--- src/rtl/caltb_pkg.sv ---
package caltb_pkg;
  localparam int CYCLE_MINUTES = 64;
  localparam int CYC_W = $clog2(CYCLE_MINUTES);

  typedef struct packed {
    logic       speed_up;
    logic [4:0] steps;
  } cal_word_t;
endpackage

--- src/rtl/cal_minute_seq.sv ---
module cal_minute_seq
  import caltb_pkg::*;
#(
  parameter int SEC_PER_MIN = 60
) (
  input  logic      clk,
  input  logic      rst,
  input  logic      sec_end,
  input  cal_word_t cal_in,
  output logic      min_end,
  output logic      shorten,
  output logic      stretch
);
  localparam int SW = (SEC_PER_MIN > 1) ? $clog2(SEC_PER_MIN) : 1;

  logic [SW-1:0]    sec_idx;
  logic [CYC_W-1:0] min_idx;
  cal_word_t        cal_q;
  logic             in_window;
  logic             altered;

  assign min_end = sec_end && (sec_idx == SW'(SEC_PER_MIN - 1));

  always_ff @(posedge clk) begin
    if (rst) begin
      sec_idx <= '0;
      min_idx <= '0;
      cal_q   <= cal_in;
    end else if (sec_end) begin
      if (min_end) begin
        sec_idx <= '0;
        min_idx <= min_idx + 1'b1;
        cal_q   <= cal_in;
      end else begin
        sec_idx <= sec_idx + 1'b1;
      end
    end
  end

  // window of 2N minutes at the start of each cycle
  assign in_window = {1'b0, min_idx} < {cal_q.steps, 1'b0};
  assign altered   = in_window && (sec_idx == '0);
  assign shorten   = altered && cal_q.speed_up;
  assign stretch   = altered && !cal_q.speed_up;

  // minute index steps by one and wraps modulo the cycle
  a_r6_cycle_step: assert property (@(posedge clk) disable iff (rst)
    min_end |=> (min_idx == $past(min_idx) + 1'b1));

  // the captured calibration word only changes at a minute boundary
  a_r7_cal_hold: assert property (@(posedge clk) disable iff (rst)
    !min_end |=> $stable(cal_q));
endmodule

--- src/rtl/sec_divider.sv ---
module sec_divider #(
  parameter int OSC_HZ    = 32768,
  parameter int CORR_UNIT = 256
) (
  input  logic clk,
  input  logic rst,
  input  logic adv,
  input  logic shorten,
  input  logic stretch,
  output logic sec_end,
  output logic sec_tick
);
  localparam int LONGEST = OSC_HZ + CORR_UNIT / 2;
  localparam int CW      = $clog2(LONGEST + 1);

  logic [CW-1:0] cnt;
  logic [CW-1:0] len;

  always_comb begin
    if (shorten)      len = CW'(OSC_HZ - CORR_UNIT);
    else if (stretch) len = CW'(LONGEST);
    else              len = CW'(OSC_HZ);
  end

  assign sec_end = adv && (cnt == len - 1'b1);

  always_ff @(posedge clk) begin
    if (rst) begin
      cnt      <= '0;
      sec_tick <= 1'b0;
    end else begin
      sec_tick <= sec_end;
      if (sec_end)  cnt <= '0;
      else if (adv) cnt <= cnt + 1'b1;
    end
  end

  // an idle edge never produces a tick
  a_r8_no_tick_idle: assert property (@(posedge clk) disable iff (rst)
    !adv |=> !sec_tick);

  // the count never leaves the longest legal second
  a_r2_cnt_range: assert property (@(posedge clk) disable iff (rst)
    cnt < CW'(LONGEST));
endmodule

--- src/rtl/test_tone.sv ---
module test_tone #(
  parameter int OSC_HZ  = 32768,
  parameter int TEST_HZ = 512
) (
  input  logic clk,
  input  logic rst,
  input  logic adv,
  input  logic ftest,
  input  logic halt,
  output logic test_out
);
  localparam int HALF = OSC_HZ / (2 * TEST_HZ);
  localparam int HW   = (HALF > 1) ? $clog2(HALF) : 1;

  logic [HW-1:0] tcnt;
  logic          phase;

  always_ff @(posedge clk) begin
    if (rst) begin
      tcnt     <= '0;
      phase    <= 1'b0;
      test_out <= 1'b0;
    end else begin
      if (adv) begin
        if (tcnt == HW'(HALF - 1)) begin
          tcnt  <= '0;
          phase <= ~phase;
        end else begin
          tcnt <= tcnt + 1'b1;
        end
      end
      test_out <= ftest && !halt && phase;
    end
  end

  // test output is quiet after the test is off or the chain halted
  a_r11_quiet: assert property (@(posedge clk) disable iff (rst)
    (!ftest || halt) |=> !test_out);
endmodule

--- src/rtl/cal_timebase.sv ---
module cal_timebase
  import caltb_pkg::*;
#(
  parameter int OSC_HZ      = 32768,
  parameter int CORR_UNIT   = 256,
  parameter int SEC_PER_MIN = 60,
  parameter int TEST_HZ     = 512
) (
  input  logic       clk,
  input  logic       rst,
  input  logic       osc_en,
  input  logic [5:0] cal_ctrl,
  input  logic       halt,
  input  logic       ftest,
  output logic       sec_tick,
  output logic       min_tick,
  output logic       test_out
);
  logic      adv;
  logic      sec_end;
  logic      min_end;
  logic      shorten;
  logic      stretch;
  cal_word_t cal_in;

  assign adv    = osc_en && !halt;
  assign cal_in = cal_word_t'(cal_ctrl);

  sec_divider #(.OSC_HZ(OSC_HZ), .CORR_UNIT(CORR_UNIT)) u_div (
    .clk(clk), .rst(rst), .adv(adv), .shorten(shorten), .stretch(stretch),
    .sec_end(sec_end), .sec_tick(sec_tick)
  );

  cal_minute_seq #(.SEC_PER_MIN(SEC_PER_MIN)) u_seq (
    .clk(clk), .rst(rst), .sec_end(sec_end), .cal_in(cal_in),
    .min_end(min_end), .shorten(shorten), .stretch(stretch)
  );

  test_tone #(.OSC_HZ(OSC_HZ), .TEST_HZ(TEST_HZ)) u_tone (
    .clk(clk), .rst(rst), .adv(adv), .ftest(ftest), .halt(halt),
    .test_out(test_out)
  );

  always_ff @(posedge clk) begin
    if (rst) min_tick <= 1'b0;
    else     min_tick <= min_end;
  end

  // a minute tick always coincides with a second tick
  a_r3_min_with_sec: assert property (@(posedge clk) disable iff (rst)
    min_tick |-> sec_tick);
endmodule

--- config.mk ---
export PLATFORM = sky130hd
export DESIGN_NAME = cal_timebase
export DESIGN_NICKNAME = d
export VERILOG_FILES = /design/src/rtl/caltb_pkg.sv /design/src/rtl/cal_minute_seq.sv /design/src/rtl/sec_divider.sv /design/src/rtl/test_tone.sv /design/src/rtl/cal_timebase.sv
export SDC_FILE = /design/constraint.sdc
export NUM_CORES = 1
export LEC_CHECK = 0
export CAP_MARGIN = 15
export CORE_MARGIN = 4
export CORE_UTILIZATION = 65
export CTS_BUF_LIST = sky130_fd_sc_hd__clkbuf_8
export DETAILED_ROUTE_END_ITERATION = 12
export GPL_ROUTABILITY_DRIVEN = 0
export HOLD_SLACK_MARGIN = 0.15
export PLACE_DENSITY = 0.94
export SETUP_SLACK_MARGIN = 0.5
export SLEW_MARGIN = 40
export SYNTH_ARGS = -nofsm -noshare
export SYNTH_HDL_FRONTEND = slang
export SYNTH_HIERARCHICAL = 1
export SYNTH_SLANG_ARGS = --single-unit
--- constraint.sdc ---
create_clock -name clk -period 8.95 [get_ports clk]
set_input_delay 2.685 -clock clk [delete_from_list [all_inputs] [get_ports clk]]
set_output_delay 2.685 -clock clk [all_outputs]
set_load 0.02 [all_outputs]
==> run_summary.xml <==
<?xml version="1.0" encoding="UTF-8"?>
<metrics>
  <group name="power_and_ir_drop">
    <metric name="power.share.clock" unit="%">39.9</metric>
    <metric name="netSwitchingPower" unit="uW">75.19</metric>
    <metric name="ir_worst_vdd" unit="uV">142.8</metric>
    <metric name="power.share.sequential" unit="%">55.1</metric>
    <metric name="cellPowerDensity" unit="nW/um^2">150.9</metric>
    <metric name="intPower" unit="uW">289.3</metric>
    <metric name="swShare" unit="%">20.63</metric>
    <metric name="static-leakage-power" unit="uW">0.0009117</metric>
    <metric name="p_comb_share" unit="%">5.0</metric>
  </group>
  <group name="synthesis">
    <metric name="ys_warnings" unit="">6</metric>
    <metric name="ys_dominant_reg_cell" unit="">dfxtp_1</metric>
    <metric name="syn_area" unit="sq um">2151</metric>
    <metric name="avg_inst_size_synth" unit="sq um">9.821</metric>
    <metric name="synth_nets" unit="">240</metric>
    <metric name="synth_cell_type_count" unit="">47</metric>
    <metric name="cell_count_after_synthesis" unit="">219</metric>
    <metric name="synth-seq-cells" unit="">43</metric>
    <metric name="seq_area_frac_synth" unit="%">42.82</metric>
    <metric name="async_reset_ff_share" unit="%">0</metric>
    <metric name="count_of_flip_flops_with_a_built_in_enable_after_synthesis" unit="">6</metric>
  </group>
  <group name="timing">
    <metric name="rsz_0062_raised_after_global_routing" unit="">no</metric>
    <metric name="final_critical_path_setup_slack" unit="ps">3735</metric>
    <metric name="finalSetupViolCount" unit="">0</metric>
    <metric name="setup_total_negative_slack" unit="ps">0</metric>
    <metric name="finalClockSkew" unit="ps">2.677</metric>
    <metric name="max_clock_freq" unit="MHz">191.8</metric>
    <metric name="maxSlewViolCount" unit="">0</metric>
    <metric name="worst-slew-pin-transition" unit="ps">510.5</metric>
    <metric name="hold_viol_final" unit="">0</metric>
    <metric name="slew_headroom" unit="%">65.97</metric>
    <metric name="fin_crit_sh" unit="%">58.26</metric>
    <metric name="final.min_clock_period" unit="ps">5215</metric>
  </group>
  <group name="global_routing">
    <metric name="largest_net_degree_at_the_start_of_global_routing" unit="">37</metric>
    <metric name="global_route.overflow_total" unit="">0</metric>
    <metric name="grtUsageTotal" unit="%">22.32</metric>
    <metric name="grt_pass1_vias" unit="">1675</metric>
    <metric name="grt_first_pass_wirelength" unit="microns">7258</metric>
    <metric name="antenna_found_initial" unit="">0</metric>
  </group>
  <group name="drt">
    <metric name="detail_route.drc_violations" unit="">0</metric>
    <metric name="drt_first_iter_violations" unit="">98</metric>
    <metric name="detailroute.via_count" unit="">1661</metric>
    <metric name="drt_wl_total" unit="microns">4223</metric>
    <metric name="remaining_antenna_violation_count" unit="">0</metric>
    <metric name="dr_wl_cell" unit="microns">15.19</metric>
    <metric name="firstDrtPassIters" unit="">4</metric>
    <metric name="detail_routed_via_count_per_cell" unit="">5.975</metric>
  </group>
  <group name="final_layout">
    <metric name="finish.net_count" unit="">254</metric>
    <metric name="antenna_cells" unit="">0</metric>
    <metric name="area.growth.synth_to_final" unit="%">12.27</metric>
    <metric name="drive_gt1_share" unit="%">10.26</metric>
  </group>
  <group name="clock_network">
    <metric name="cts.hold.buffers_added" unit="">0</metric>
    <metric name="cts_resized" unit="">0</metric>
    <metric name="root_buffer" unit="">clkbuf_8</metric>
    <metric name="post_cts_clock_slew_at_the_launch_and_capture_registers_of_the_worst_setup_and_hold_paths" unit="ps">80</metric>
    <metric name="tritoncts" unit="">built</metric>
    <metric name="insertion_delay" unit="ps">290</metric>
    <metric name="post_cts.repair.setup_buffers" unit="">0</metric>
    <metric name="cts_num_sinks" unit="">43</metric>
    <metric name="cts_buffers" unit="">5</metric>
    <metric name="ctsLongestPathBuffers" unit="">2</metric>
    <metric name="htree_num_levels" unit="">2</metric>
  </group>
  <group name="setup_path">
    <metric name="worst_path_largest_cell_delay" unit="ps">480</metric>
    <metric name="regToRegSetupSlack" unit="ps">5110</metric>
    <metric name="timing.critical_path.from_type" unit="">primary input</metric>
    <metric name="critPathRequiredTime" unit="ps">8890</metric>
    <metric name="r2r.worst_path.cells" unit="">11</metric>
    <metric name="worstSetupEndpointType" unit="">flop</metric>
    <metric name="timing.critical_path.slowest_stage_cell" unit="">clkdlybuf4s50_1</metric>
    <metric name="setup.worst_path.class" unit="">in -&gt; reg</metric>
    <metric name="path_cells" unit="">clkdlybuf4s50_1 &gt; nor2b_4 &gt; nand4_1 &gt; a221oi_4 &gt; buf_6 &gt; nand2_1 &gt; o21bai_2</metric>
    <metric name="largest_fanout_of_any_net_on_the_critical_path" unit="">17</metric>
    <metric name="crit_arrival" unit="ps">5160</metric>
  </group>
  <group name="floorplanning">
    <metric name="design.core.area" unit="sq um">3103</metric>
    <metric name="initial_utilization" unit="%">69.31</metric>
    <metric name="fp.dieH" unit="microns">65.53</metric>
    <metric name="fp-row-count" unit="">20</metric>
    <metric name="dieArea" unit="sq um">4294</metric>
    <metric name="io_pins" unit="">14</metric>
    <metric name="chip_width" unit="microns">65.53</metric>
  </group>
  <group name="hold_path">
    <metric name="timing.hold.worst.class" unit="">reg -&gt; reg</metric>
    <metric name="hold-path-cell-count" unit="">1</metric>
  </group>
  <group name="place">
    <metric name="dpl_worst_slack" unit="ps">3237</metric>
    <metric name="place_hpwl" unit="microns">3003</metric>
    <metric name="port_buffers" unit="">13</metric>
  </group>
  <group name="outcome">
    <metric name="run_status" unit="">complete, no violations</metric>
  </group>
  <group name="job">
    <metric name="maxCapViolations" unit="">0</metric>
  </group>
</metrics>
-- per-stage QoR --
stage | area, sq um | util (%) | power [uW] | std cells | hold slack [ps]
CTS | 2411 | 77.70 | 368.2 | 278 | 502.2
global placement | 2292 | 73.87 | 222.4 | 269 | 481.9
finish | 2415 | 77.82 | 364.5 | 278 | 504.7
detailed placement | 2303 | 74.23 | 223.2 | 270 | 492.0
floorplan | 2151 | - | 215.7 | 219 | 455.6
global route | 2415 | 77.82 | 381.4 | 278 | 519.3
-- final timing paths --
check	from	end
min reg2reg	u_tone/phase$_SDFFE_PP0P_	u_tone/test_out$_SDFF_PP0_
max	halt	u_seq/cal_q[3]$_DFFE_PP_
min	u_tone/phase$_SDFFE_PP0P_	u_tone/test_out$_SDFF_PP0_
max reg2reg	u_seq/cal_q[4]$_DFFE_PP_	u_seq/cal_q[3]$_DFFE_PP_
-- layout make-up --
class,instances,area (sq um)
clock buffers,5,68.82
clock inverters,3,38.79
fillers,232,688.2
inverters,9,33.78
multi-input cells,159,1149
flip-flops and latches,43,920.9
well taps,44,55.05
repair buffers,15,148.9
-- power by group through the flow --
stage / registers (uW) / clock network (uW) / logic, uW
after floorplan: 205 / 0 / 10.9
after detailed placement: 205 / 0 / 18.0
after global placement: 205 / 0 / 17.2
after CTS: 201 / 149 / 18.3
final: 201 / 145 / 18.4
after global routing: 201 / 160 / 20.3
-- sequential cells by signal, summed over array words and instances (netlist names) --
signal           cells
min_tick             1
u_div/cnt           16
u_div/sec_tick       1
u_seq/cal_q          6
u_seq/min_idx        6
u_seq/sec_idx        6
u_tone/phase         1
u_tone/tcnt          5
u_tone/test_out      1
-- cell families after synthesis --
| family | share of synthesized area [%] |
|---|---|
| fa+ha+maj | 5.817 |
| compound gates | 8.552 |
| flops | 42.82 |
| simple gates | 28.56 |
| xor+xnor | 6.923 |
| buf+inv | 3.956 |
| mux | 3.374 |
-- per-layer routing --
layer / track usage [%] / vias up / share of wire (%)
li1: - / 836 / -
met1: 23.98 / 785 / 43
met2: 39.06 / 31 / 51
met3: 7.179 / 9 / 3.6
met4: 11.14 / 0 / 2.2
met5: 0 / - / 0
-- worst max-delay path, delay by kind of cell --
kind	cells	cell delay [ps]
AO/OA/AOI/OAI	2	950
AND/OR/NAND/NOR	3	800
buffers and inverters	2	710
-- cell usage after synthesis, types with 4 or more instances --
master | n | share of area (%)
mux2i_1 | 5 | 2.3
xor2_1 | 8 | 3.3
nand3_1 | 8 | 1.9
inv_1 | 9 | 1.6
nor4_1 | 7 | 2.0
nor2b_1 | 4 | 1.2
edfxtp_1 | 6 | 8.4
dfxtp_1 | 37 | 34
o21ai_0 | 6 | 1.4
nor2_1 | 16 | 2.8
a21oi_1 | 11 | 2.6
nand2_1 | 10 | 1.7
xnor2_1 | 9 | 3.7
nand4_1 | 10 | 2.9
nor3_1 | 14 | 3.3
ha_1 | 10 | 5.8
-- cells in the final DEF (no fill, tap or decap), drive strengths merged, types with 2 or more instances in the layout --
cell type	count
clkdlybuf4s50	13
and3	2
or3	5
ha	10
nand2	10
clkbuf	5
buf	2
xor2	8
nor2	16
edfxtp	6
nand3	8
xnor2	9
nor3	14
mux2	2
or4	3
o31ai	2
nand4	12
nor2b	6
clkinv	2
o21ai	6
a21oi	11
nor4	7
nor4bb	3
inv	9
nand4b	2
and4	2
dfxtp	37
a211oi	3
mux2i	5
Note: power is estimated with default switching activity, not from simulation.
